**config.mk**
```make
export PLATFORM = sky130hd
export DESIGN_NAME = rxBufCloser
export DESIGN_NICKNAME = d
export VERILOG_FILES = /design/src/rtl/rxBufPkg.sv /design/src/rtl/rxBufControl.sv /design/src/rtl/rxBufDatapath.sv /design/src/rtl/rxBufCloser.sv
export SDC_FILE = /design/constraint.sdc
export NUM_CORES = 1
export LEC_CHECK = 0
export ABC_AREA = 1
export BUFFER_PORTS_ARGS = -buffer_cell sky130_fd_sc_hd__buf_2
export CORE_MARGIN = 4
export CORE_UTILIZATION = 35
export CTS_CLUSTER_DIAMETER = 120
export DETAILED_ROUTE_END_ITERATION = 16
export GPL_TIMING_DRIVEN = 0
export PLACE_DENSITY_LB_ADDON = 0.25
export SLEW_MARGIN = 20
export SYNTH_ARGS = -nofsm -noshare
export SYNTH_HDL_FRONTEND = slang
export SYNTH_SLANG_ARGS = --single-unit
```
**constraint.sdc**
```tcl
create_clock -name clk -period 2.36 [get_ports clk]
set_input_delay 0.118 -clock clk [delete_from_list [all_inputs] [get_ports clk]]
set_output_delay 0.118 -clock clk [all_outputs]
set_load 0.03 [all_outputs]
```
**src/rtl/rxBufPkg.sv**
```systemverilog
package rxBufPkg;

  // Status word bit positions (reasons, flags, count)
  localparam int unsigned ST_CTRL = 0;
  localparam int unsigned ST_ERR  = 1;
  localparam int unsigned ST_FULL = 2;
  localparam int unsigned ST_IDLE = 3;
  localparam int unsigned ST_PAR  = 4;
  localparam int unsigned ST_FRM  = 5;
  localparam int unsigned ST_BRK  = 6;
  localparam int unsigned ST_CNT  = 7;

  // Strobes from control to datapath
  typedef struct packed {
    logic store;
    logic close;
    logic rsnCtrl;
    logic rsnErr;
    logic rsnFull;
    logic rsnIdle;
    logic idleInc;
    logic idleClr;
  } bufStrobes_t;

endpackage

```
**src/rtl/rxBufControl.sv**
```systemverilog
module rxBufControl
  import rxBufPkg::*;
#(
  parameter int unsigned DATA_W    = 8,
  parameter int unsigned BUF_DEPTH = 8,
  parameter int unsigned IDLE_W    = 8,
  localparam int unsigned CNT_W    = $clog2(BUF_DEPTH + 1)
) (
  input  logic              chrValid,
  input  logic [DATA_W-1:0] chrData,
  input  logic [2:0]        errFlags,
  input  logic              idleStrobe,
  input  logic              ctrlEnable,
  input  logic [DATA_W-1:0] ctrlChar,
  input  logic [IDLE_W-1:0] maxIdle,
  input  logic [CNT_W-1:0]  fillCount,
  input  logic [IDLE_W-1:0] idleCount,
  output bufStrobes_t       strobes
);

  logic isCtrl;
  logic hasErr;
  logic atLastSlot;
  logic idleOn;
  logic idleHit;
  logic bufEmpty;

  assign isCtrl     = ctrlEnable && (chrData == ctrlChar);
  assign hasErr     = |errFlags;
  assign atLastSlot = (fillCount == CNT_W'(BUF_DEPTH - 1));
  assign idleOn     = (maxIdle != '0);
  assign idleHit    = ({1'b0, idleCount} + (IDLE_W+1)'(1)) >= {1'b0, maxIdle};
  assign bufEmpty   = (fillCount == '0);

  always_comb begin
    strobes = '0;
    if (chrValid) begin
      strobes.store   = 1'b1;
      strobes.rsnCtrl = isCtrl;
      strobes.rsnErr  = hasErr;
      strobes.rsnFull = atLastSlot;
      strobes.close   = isCtrl || hasErr || atLastSlot;
      strobes.idleClr = 1'b1;
    end else if (idleStrobe && idleOn) begin
      if (idleHit) begin
        strobes.idleClr = 1'b1;
        if (!bufEmpty) begin
          strobes.close   = 1'b1;
          strobes.rsnIdle = 1'b1;
        end
      end else begin
        strobes.idleInc = 1'b1;
      end
    end
  end

endmodule

```
**src/rtl/rxBufDatapath.sv**
```systemverilog
module rxBufDatapath
  import rxBufPkg::*;
#(
  parameter int unsigned DATA_W    = 8,
  parameter int unsigned BUF_DEPTH = 8,
  parameter int unsigned NUM_BUFS  = 4,
  parameter int unsigned IDLE_W    = 8,
  localparam int unsigned CNT_W    = $clog2(BUF_DEPTH + 1),
  localparam int unsigned OFF_W    = $clog2(BUF_DEPTH),
  localparam int unsigned IDX_W    = (NUM_BUFS > 1) ? $clog2(NUM_BUFS) : 1,
  localparam int unsigned STAT_W   = ST_CNT + CNT_W
) (
  input  logic                   clk,
  input  logic                   rstN,
  input  bufStrobes_t            strobes,
  input  logic [DATA_W-1:0]      chrData,
  input  logic [2:0]             errFlags,
  input  logic                   intEnable,
  output logic [CNT_W-1:0]       fillCount,
  output logic [IDLE_W-1:0]      idleCount,
  output logic                   wrEn,
  output logic [IDX_W+OFF_W-1:0] wrAddr,
  output logic [DATA_W-1:0]      wrData,
  output logic                   closeValid,
  output logic [STAT_W-1:0]      closeStatus,
  output logic [IDX_W-1:0]       closeBufIdx,
  output logic                   irq
);

  logic [IDX_W-1:0]  bufIdx;
  logic [IDX_W-1:0]  nextIdx;
  logic [CNT_W-1:0]  closeCount;
  logic [2:0]        repFlags;
  logic [STAT_W-1:0] statusNext;

  assign nextIdx    = (bufIdx == IDX_W'(NUM_BUFS - 1)) ? '0 : bufIdx + 1'b1;
  assign closeCount = strobes.store ? fillCount + 1'b1 : fillCount;
  assign repFlags   = (strobes.store && strobes.rsnErr) ? errFlags : 3'b000;

  always_comb begin
    statusNext                         = '0;
    statusNext[ST_CTRL]                = strobes.rsnCtrl;
    statusNext[ST_ERR]                 = strobes.rsnErr;
    statusNext[ST_FULL]                = strobes.rsnFull;
    statusNext[ST_IDLE]                = strobes.rsnIdle;
    statusNext[ST_PAR]                 = repFlags[0];
    statusNext[ST_FRM]                 = repFlags[1];
    statusNext[ST_BRK]                 = repFlags[2];
    statusNext[ST_CNT +: CNT_W]        = closeCount;
  end

  // Fill, ring index and idle run
  always_ff @(posedge clk or negedge rstN) begin
    if (!rstN) begin
      fillCount <= '0;
      bufIdx    <= '0;
      idleCount <= '0;
    end else begin
      if (strobes.close) begin
        fillCount <= '0;
        bufIdx    <= nextIdx;
      end else if (strobes.store) begin
        fillCount <= fillCount + 1'b1;
      end
      if (strobes.idleClr) begin
        idleCount <= '0;
      end else if (strobes.idleInc) begin
        idleCount <= idleCount + 1'b1;
      end
    end
  end

  // Write port
  always_ff @(posedge clk or negedge rstN) begin
    if (!rstN) begin
      wrEn   <= 1'b0;
      wrAddr <= '0;
      wrData <= '0;
    end else begin
      wrEn <= strobes.store;
      if (strobes.store) begin
        wrAddr <= {bufIdx, fillCount[OFF_W-1:0]};
        wrData <= chrData;
      end
    end
  end

  // Close report and interrupt
  always_ff @(posedge clk or negedge rstN) begin
    if (!rstN) begin
      closeValid  <= 1'b0;
      closeStatus <= '0;
      closeBufIdx <= '0;
      irq         <= 1'b0;
    end else begin
      closeValid <= strobes.close;
      irq        <= strobes.close && intEnable;
      if (strobes.close) begin
        closeStatus <= statusNext;
        closeBufIdx <= bufIdx;
      end
    end
  end

endmodule

```
**src/rtl/rxBufCloser.sv**
```systemverilog
module rxBufCloser
  import rxBufPkg::*;
#(
  parameter int unsigned DATA_W    = 8,
  parameter int unsigned BUF_DEPTH = 8,
  parameter int unsigned NUM_BUFS  = 4,
  parameter int unsigned IDLE_W    = 8,
  localparam int unsigned CNT_W    = $clog2(BUF_DEPTH + 1),
  localparam int unsigned OFF_W    = $clog2(BUF_DEPTH),
  localparam int unsigned IDX_W    = (NUM_BUFS > 1) ? $clog2(NUM_BUFS) : 1,
  localparam int unsigned STAT_W   = ST_CNT + CNT_W
) (
  input  logic                   clk,
  input  logic                   rstN,
  input  logic                   chrValid,
  input  logic [DATA_W-1:0]      chrData,
  input  logic                   rxParErr,
  input  logic                   rxFrmErr,
  input  logic                   rxBrkErr,
  input  logic                   idleStrobe,
  input  logic                   ctrlEnable,
  input  logic [DATA_W-1:0]      ctrlChar,
  input  logic [IDLE_W-1:0]      maxIdle,
  input  logic                   intEnable,
  output logic                   wrEn,
  output logic [IDX_W+OFF_W-1:0] wrAddr,
  output logic [DATA_W-1:0]      wrData,
  output logic                   closeValid,
  output logic [STAT_W-1:0]      closeStatus,
  output logic [IDX_W-1:0]       closeBufIdx,
  output logic                   irq
);

  bufStrobes_t       strobes;
  logic [2:0]        errFlags;
  logic [CNT_W-1:0]  fillCount;
  logic [IDLE_W-1:0] idleCount;

  assign errFlags = {rxBrkErr, rxFrmErr, rxParErr};

  rxBufControl #(
    .DATA_W(DATA_W), .BUF_DEPTH(BUF_DEPTH), .IDLE_W(IDLE_W)
  ) u_ctrl (
    .chrValid(chrValid), .chrData(chrData), .errFlags(errFlags),
    .idleStrobe(idleStrobe), .ctrlEnable(ctrlEnable), .ctrlChar(ctrlChar),
    .maxIdle(maxIdle), .fillCount(fillCount), .idleCount(idleCount),
    .strobes(strobes)
  );

  rxBufDatapath #(
    .DATA_W(DATA_W), .BUF_DEPTH(BUF_DEPTH), .NUM_BUFS(NUM_BUFS), .IDLE_W(IDLE_W)
  ) u_dp (
    .clk(clk), .rstN(rstN), .strobes(strobes), .chrData(chrData),
    .errFlags(errFlags), .intEnable(intEnable), .fillCount(fillCount),
    .idleCount(idleCount), .wrEn(wrEn), .wrAddr(wrAddr), .wrData(wrData),
    .closeValid(closeValid), .closeStatus(closeStatus),
    .closeBufIdx(closeBufIdx), .irq(irq)
  );

endmodule

```
==> Yosys cells after proc, flatten, opt, wreduce, memory -nomap -nowiden <==
Index checks and enable logic that the tools add are counted.
{ "totals": {"ff_bits": 43, "input_bits": 33, "out_inout_bits": 29, "elab_cells": 45} }
{ "classes": {"n_addsub": 4, "order_cmp": 1, "eq_ne": 3, "mux": 17, "reduce_logical": 10} }
{ "ops": {"columns": ["cell", "n"], "rows": [
  ["8-bit two-way mux", 2],
  ["8-bit by 1-bit adder with 9-bit output, second input constant", 1],
  ["9-bit by 8-bit greater-or-equal comparator with 1-bit output", 1],
  ["3-bit two-way mux", 3],
  ["8-bit by 1-bit adder with 8-bit output, second input constant", 1],
  ["8-bit equality test", 1],
  ["1-bit two-way mux", 8],
  ["4-bit two-way mux", 2],
  ["8-bit nonzero test", 1],
  ["4-bit by 1-bit adder with 4-bit output, second input constant", 1],
  ["4-bit by 3-bit equality test with 1-bit output, second input constant", 1],
  ["1-bit logical AND", 4],
  ["4-bit logical NOT", 1],
  ["2-bit two-way mux", 2],
  ["3-bit OR reduction", 1],
  ["2-bit by 1-bit adder with 2-bit output, second input constant", 1],
  ["2-bit equality test, second input constant", 1],
  ["1-bit logical OR", 2],
  ["2-bit nonzero test", 1]
]} }

==> Longest topological paths before layout <==
Gate-level depths: netlist of run 1.
{ "logic_depth": {"ltp_word": 7, "ltp_mapped": 18} }

==> Modules after synthesis <==
Synthesis of run 1 repeated with hierarchy kept, for this count alone.
{ "hier_totals": {"hier_cells": 299, "hier_area_um2": 2359.8} }
{ "by_module_without_submodules": {"columns": ["mod", "n_inst", "cells_each", "area_per_inst_um2", "seq_area_each_um2"], "rows": [
  ["rxBufDatapath", 1, 200, 1783.0, 1076.0],
  ["rxBufControl", 1, 99, 576.8, 0.0]
]} }

==> Worst setup path before layout of run 1 <==
Ideal clock, no wire load.
{ "synth_path": {"path_kind": "register to register", "startpoint": "register u_dp.idleCount[0]", "endpoint": "register u_dp.closeBufIdx[0]", "setup_time_ns": 0.117, "t_arrival_ns": 2.077, "t_required_ns": 2.243, "slack_ns": 0.165, "stages_incl_launch_ff": 19, "n_path_buf": 1, "path_cell_list": "dfrtp_1 > ha_1 > nand3_1 > xor2_1 > inv_1 > ha_1 > nand2_1 > inv_1 > nand2_1 > nand3_1 > nand2_1 > nand2_1 > nand2_1 > nand2_1 > nand2_2 > nand2_4 > buf_6 > nand2_1 > nand2_1"} }
{ "synth_lines": {"columns": ["element", "line", "text"], "rows": [
  ["start: declaration", "rxBufDatapath.sv:20", "output logic [IDLE_W-1:0] idleCount,"],
  ["start signal: assignment", "rxBufDatapath.sv:68", "idleCount <= idleCount + 1'b1;"],
  ["end signal: assignment", "rxBufDatapath.sv:100", "closeBufIdx <= bufIdx;"],
  ["end: declaration", "rxBufDatapath.sv:26", "output logic [IDX_W-1:0] closeBufIdx,"]
]} }

==> flow_summary.toml, run 1 <==
[worst_setup_path]
r2r_slack_ns = 0.08
cp.depth = 18
worst-path-max-fanout = 6
cpPeakStageDelay_ns = 0.41
cp.buffers_inverters = 4
cp_common_cell = "nand2_1"
path_class = "register to register"
worstPathRequired_ns = 2.53
startpoint_type = "register"
rr_startpoint = "u_dp.idleCount[0]"
cp_slowest_cell = "dfrtp_1"
r2r_cells = 18
end_kind = "register"
worstPathArrival_ns = 2.45
cp_top_family = "simple AND/OR/NAND/NOR gates"
r2r_end = "u_dp.bufIdx[0]"
path_cells = "buf_4 > nand3_2 > xor2_1 > inv_1 > ha_1 > nand2_4 > inv_2 > nand2_2 > nand3_2 > nand2_1 > nand2_1 > nand2_1 > nand2_2 > nand2_4 > nand2_4 > buf_8 > nand2_1 > nand2_1"

[finish]
final_nets = 393
diodes = 0
drive_gt1_share_pct = 30.7
fill_cells = 617
area_growth_pct = 28.9

[sta]
clock.fmax_ghz = 0.439
finalCriticalPeriod_ns = 2.28
fin_hold_ws_ns = -0.0367
hold_viol_final = 43
clock_skew_ns = 0.00636
tightest_slew_ns = 0.931
setup-violations-final = 0
relSlewSlack_pct = 37.9
drv_slew = 0
fin_crit_sh_pct = 96.6
rsz0062_at_grt = "true"
layout_setup_ws_ns = 0.0806

[cts]
clockBufferDepth = 2
clock_latency_ns = 0.29
tritoncts = "yes"
cts_sinks = 43
clkTransAtPathRegs_ns = 0.08
htreeDepth = 2
root_buffer = "clkbuf_8"
cts_inserted_buffers = 5

[synthesis]
synth.distinct_cells = 28
synthArstFlopShare_pct = 100
synth_commonest_cells = "nand2_1, dfrtp_1, inv_1"
synth-main-ff-cell = "dfrtp_1"
seq_area_frac_synth_pct = 47.9
synth_area_per_cell_um2 = 8.22
yosys.area.top_type = "dfrtp_1"
netlist_instances = 273
ys_warn_count = 0
synth_fp_nets = 318
synth_area_mm2 = 0.00224
synth_top_area_share_pct = 47.9
synthTopCellsByArea = "dfrtp_1, nand2_1, ha_1, nand3_1, inv_1"
synth_edf_count = 0
synth-seq-cells = 43
yosysMostFrequentCell = "nand2_1"

[detailed_routing]
viasPerCell = 4.59
drtPass1Iterations = 4
via_count = 1946
routedWlPerCell_um = 11.9
dr.first_iter.drc_count = 63
drc = 0
wl_um = 5050
drtAntennaViolNets = 0

[global_routing]
grt-ovfl-total = 0
grtUsageTotal_pct = 13.5
antenna_found_initial = 0
grt_max_degree = 44
grt_pass1_wl_um = 8280
grt_pass1_vias = 1878

[power_and_ir_drop]
leakagePower_nw = 1.67
switching_share_pct = 32.5
switchingPower_uw = 600
p_clk_share_pct = 27.2
power_mw = 1.85
seqPwrFrac_pct = 47.5
power_density_mw_per_mm2 = 639
irDropWorstVdd_v = 0.000396
pwr-share-comb_pct = 25.3
p_int_mw = 1.25

[run_status]
violations = "negative hold slack"
status = "finished with violations"

[run]
cap_viol_max_count = 0

[placed_design]
dpl.hpwl_um = 3690
place_ws_ns = -0.102
gp_congestion = 0.804
port-buffer-count = 61

[die]
rows = 28
ios = 62
die_area_mm2 = 0.00776
dieHeight_um = 88.1
core_mm2 = 0.00606
die_w_um = 88.1
initial_core_util_pct = 37.0

[hold_path]
hold_class = "input port to asynchronous set/reset pin"
## cell families after synthesis
kind of cell | synth area share [%]
AOI/OAI and AO/OA | 4.01
xor gates and xnor gates | 3.51
adders and majority gates | 6.69
buffers and inverters | 7.52
DFF | 47.9
and+or+nand+nor | 30.3
## power groups by stage
stage	Combinational, mW	Sequential [mW]	Clock, mW
global route	0.522	0.893	0.555
CTS	0.455	0.877	0.518
finish	0.468	0.879	0.502
detailed placement	0.450	0.892	0
floorplan	0.173	1.01	0
global placement	0.438	0.888	0
## flip-flops by register name, summed over array words and instances, names as in the netlist
register / flops
u_dp.closeBufIdx: 2
u_dp.idleCount: 8
u_dp.closeValid: 1
u_dp.irq: 1
u_dp.bufIdx: 2
u_dp.wrEn: 1
u_dp.closeStatus: 11
u_dp.wrData: 8
u_dp.fillCount: 4
u_dp.wrAddr: 5
## placed cells by master (no fill, tap or decap), types with 2 or more instances in the layout
master / instances
nand2_1: 95
buf_2: 61
dfrtp_1: 43
inv_1: 30
nand3_1: 24
ha_1: 10
o21ai_0: 8
nor2_2: 7
nor2_1: 7
clkbuf_8: 7
nand2_2: 6
xor2_1: 5
buf_4: 5
nand3_2: 4
xnor2_1: 3
nand2_4: 3
buf_6: 3
clkbuf_1: 3
nand4_1: 2
a21oi_2: 2
a21oi_1: 2
nor3_1: 2
o22ai_1: 2
nor2_4: 2
## how the worst max path moves through the flow
stage / start / to
2_1_floorplan: u_dp.idleCount[0] / u_dp.closeBufIdx[0]
3_3_place_gp: u_dp.idleCount[0] / u_dp.closeStatus[10]
3_5_place_dp: u_dp.idleCount[0] / u_dp.closeBufIdx[1]
4_1_cts: u_dp.idleCount[0] / u_dp.closeBufIdx[1]
5_1_grt: u_dp.idleCount[1] / u_dp.closeBufIdx[1]
6_report: u_dp.idleCount[0] / u_dp.bufIdx[0]
## per-layer routing
layer  GRT usage [%]  routed length (µm)
met1            17.7                2320
met2            22.5                2470
met3            3.20                 203
met5               0                   0
met4            3.30                  49
## timing repair
action	4_1_cts	5_1_grt
hold endpoints to repair	1	0
setup buffers	1	4
pin swaps	0	6
hold buffers	1	0
gates cloned	0	1
resized for setup	2	18
setup endpoints to repair	16	29
## metrics by stage
step           cell area [µm²]  setup TNS (ns)  hold WS, ns  utilization [%]  instances
3_3_place_gp              2640          -0.844        0.287             43.6        409
4_1_cts                   2770               0      0.00446             45.7        419
5_1_grt                   2890           -1.63       0.0517             47.7        424
2_1_floorplan             2240               0       -0.178                -        273
6_report                  2890               0      -0.0367             47.7        424
3_5_place_dp              2640           -1.03        0.293             43.6        409
## final cells by class
class                   instances  area [µm²]  area share (%)
repair buffers                 68         378            13.1
multi-input cells             192        1070            36.9
clock buffers                   8         100            3.46
inverters                      32         120            4.15
plain buffers                   6        56.3            1.95
well taps                      75        93.8            3.24
flip-flops and latches         43        1080            37.2
No activity file was read; power rests on OpenSTA's default activity.
==> run 2, diff against run 1 <==
--- a/config.mk
+++ b/config.mk
@@ -7,12 +7,12 @@
 export LEC_CHECK = 0
 export ABC_AREA = 1
 export BUFFER_PORTS_ARGS = -buffer_cell sky130_fd_sc_hd__buf_2
-export CORE_MARGIN = 4
 export CORE_UTILIZATION = 35
 export CTS_CLUSTER_DIAMETER = 120
 export DETAILED_ROUTE_END_ITERATION = 16
 export GPL_TIMING_DRIVEN = 0
 export PLACE_DENSITY_LB_ADDON = 0.25
+export RECOVER_POWER = 100
 export SLEW_MARGIN = 20
 export SYNTH_ARGS = -nofsm -noshare
 export SYNTH_HDL_FRONTEND = slang
==> flow_summary.toml, run 2 (synthesized netlist as in run 1, its figures left out) <==
[finish]
fin_cells = 424
final_nets = 395
largestRegisters = "u_dp.closeStatus (11), u_dp.idleCount (8), u_dp.wrData (8)"
multi_input_area_mm2 = 0.00109
diodes = 0
fill_cells = 613
top_register = "u_dp.closeStatus"
mostFrequentLayoutCells = "nand2_1, dfrtp_1, clkbuf_1"
largest_reg_flops = 11
drive_gt1_share_pct = 22.1
seqCellArea_mm2 = 0.00108
final_common_cell = "nand2_1"
area_growth_pct = 28.0

[placed_design]
dpl.hpwl_um = 3530
port-buffer-count = 61
dp.cells = 409
gp_congestion = 0.758

[worst_setup_path]
cpPeakStageDelay_ns = 0.41
worstPathRequired_ns = 2.54
cp.buffers_inverters = 2
cp.depth = 17
worstPathArrival_ns = 2.45
r2r_slack_ns = 0.09
cp_slowest_cell = "dfrtp_1"
path_cells = "ha_2 > nand3_4 > xor2_1 > inv_1 > ha_4 > nand2_2 > nor2_1 > nand2_1 > nand3_1 > nand2_1 > nand2_1 > nand2_1 > nand2_2 > nand2_4 > nand2_4 > clkbuf_16 > nor2_2"
cp_top_family = "simple AND/OR/NAND/NOR gates"
r2r_cells = 17
startpoint_type = "register"
rr_startpoint = "u_dp.idleCount[1]"
path_class = "register to register"
r2r_end = "u_dp.fillCount[2]"
worst-path-max-fanout = 7
end_kind = "register"
cp_common_cell = "nand2_1"

[sta]
setup-violations-final = 0
hold_viol_final = 0
clock_skew_ns = 0.00934
finalCriticalPeriod_ns = 2.27
fin_hold_ws_ns = 0.0400
clock.fmax_ghz = 0.440
tightest_slew_ns = 1.03
fin_crit_sh_pct = 96.2
relSlewSlack_pct = 31.3
rsz0062_at_grt = "true"
drv_slew = 0

[die]
core_mm2 = 0.00606
initial_core_util_pct = 37.0
ios = 62
rows = 28
die_area_mm2 = 0.00674
dieHeight_um = 82.1
die_w_um = 82.1

[hold_path]
whs_endpoint = "u_dp.closeStatus[5]"
hold_class = "input port to register"
hold_path_depth = 3
min-delay-start = "rxFrmErr"

[cts]
root_buffer = "clkbuf_8"
clkTransAtPathRegs_ns = 0.08
clockBufferDepth = 2
cts_sinks = 43
clock_latency_ns = 0.29
htreeDepth = 2
tritoncts = "yes"
cts_inserted_buffers = 5

[run]
cap_viol_max_count = 0

[run_status]
status = "completed"

[detailed_routing]
drc = 0
via_count = 1954
wl_um = 4870
drtPass1Iterations = 4
dr.first_iter.drc_count = 56
viasPerCell = 4.61
routedWlPerCell_um = 11.5
drtAntennaViolNets = 0

[global_routing]
antenna_found_initial = 0
grt_max_degree = 44
grt-ovfl-total = 0
grtUsageTotal_pct = 15.4
grt_pass1_wl_um = 7730
grt_pass1_vias = 1777

[power_and_ir_drop]
leakagePower_nw = 1.56
irDropWorstVdd_v = 0.000339
power_mw = 1.76
power_density_mw_per_mm2 = 614
run 2: changes by cell type in the layout (fill, tap and decap cells not counted), moves of 2 or more:
cell	before	now
clkbuf_1	3	32
nand3_2	4	2
nand2_1	95	93
nor2_2	7	5
buf_6	3	5
clkbuf_8	7	5
buf_2	61	31
nand2_2	6	8
run 2: where the power goes:
part	switching [mW]	internal, mW
logic	0.310	0.153
clock network	0.225	0.197
registers	0.0589	0.820
run 2: layout make-up:
cell class | count | area share, %
Timing Repair Buffer | 70 | 12.8
Buffer | 6 | 1.96
Sequential cell | 43 | 37.5
Inverter | 32 | 4.18
Tap cell | 75 | 3.27
Clock buffer | 6 | 2.53
Multi-Input combinational cell | 192 | 37.8
run 2: metrics by stage:
step           utilization [%]  setup WS [ns]  instance area [µm²]  setup TNS (ns)
2_1_floorplan                -          0.165                 2240               0
3_3_place_gp              43.6        -0.0761                 2640          -0.847
3_5_place_dp              43.6        -0.0782                 2640          -0.924
4_1_cts                   45.4         0.0168                 2750               0
5_1_grt                   47.4        -0.0508                 2870          -0.287
6_report                  47.4         0.0889                 2870               0
run 2: what timing repair did:
item                                    in CTS  in global routing
gates resized for setup                      2                 21
cloned                                       0                  1
pin swaps                                    0                  7
buffers inserted                             1                  5
hold buffers                                 2                  0
hold endpoints to repair                    17                  0
endpoints found under the setup margin      16                 29
run 2: how the worst max path moves through the flow:
stage	from	end	slack, ns
4_1_cts	u_dp.idleCount[0]	u_dp.closeBufIdx[0]	0.02
3_5_place_dp	u_dp.idleCount[0]	u_dp.closeBufIdx[0]	-0.08
6_report	u_dp.idleCount[1]	u_dp.fillCount[2]	0.09
5_1_grt	u_dp.idleCount[0]	u_dp.closeStatus[9]	-0.05
3_3_place_gp	u_dp.idleCount[0]	u_dp.closeStatus[10]	-0.08
2_1_floorplan	u_dp.idleCount[0]	u_dp.closeBufIdx[0]	0.17
run 2: per-layer routing:
layer  up-vias  part of all wire, %  global-route usage, %
met5         -                    0                      0
li1       1011                    -                      -
met3         9                  3.1                   3.56
met4         0                  2.5                   8.60
met2        31                   47                   24.3
met1       903                   48                   19.4
run 2: tightest hold or removal path: stages:
cell	delay, ns
buf_2	0.08
nand2_1	0.05
nand2_1	0.06
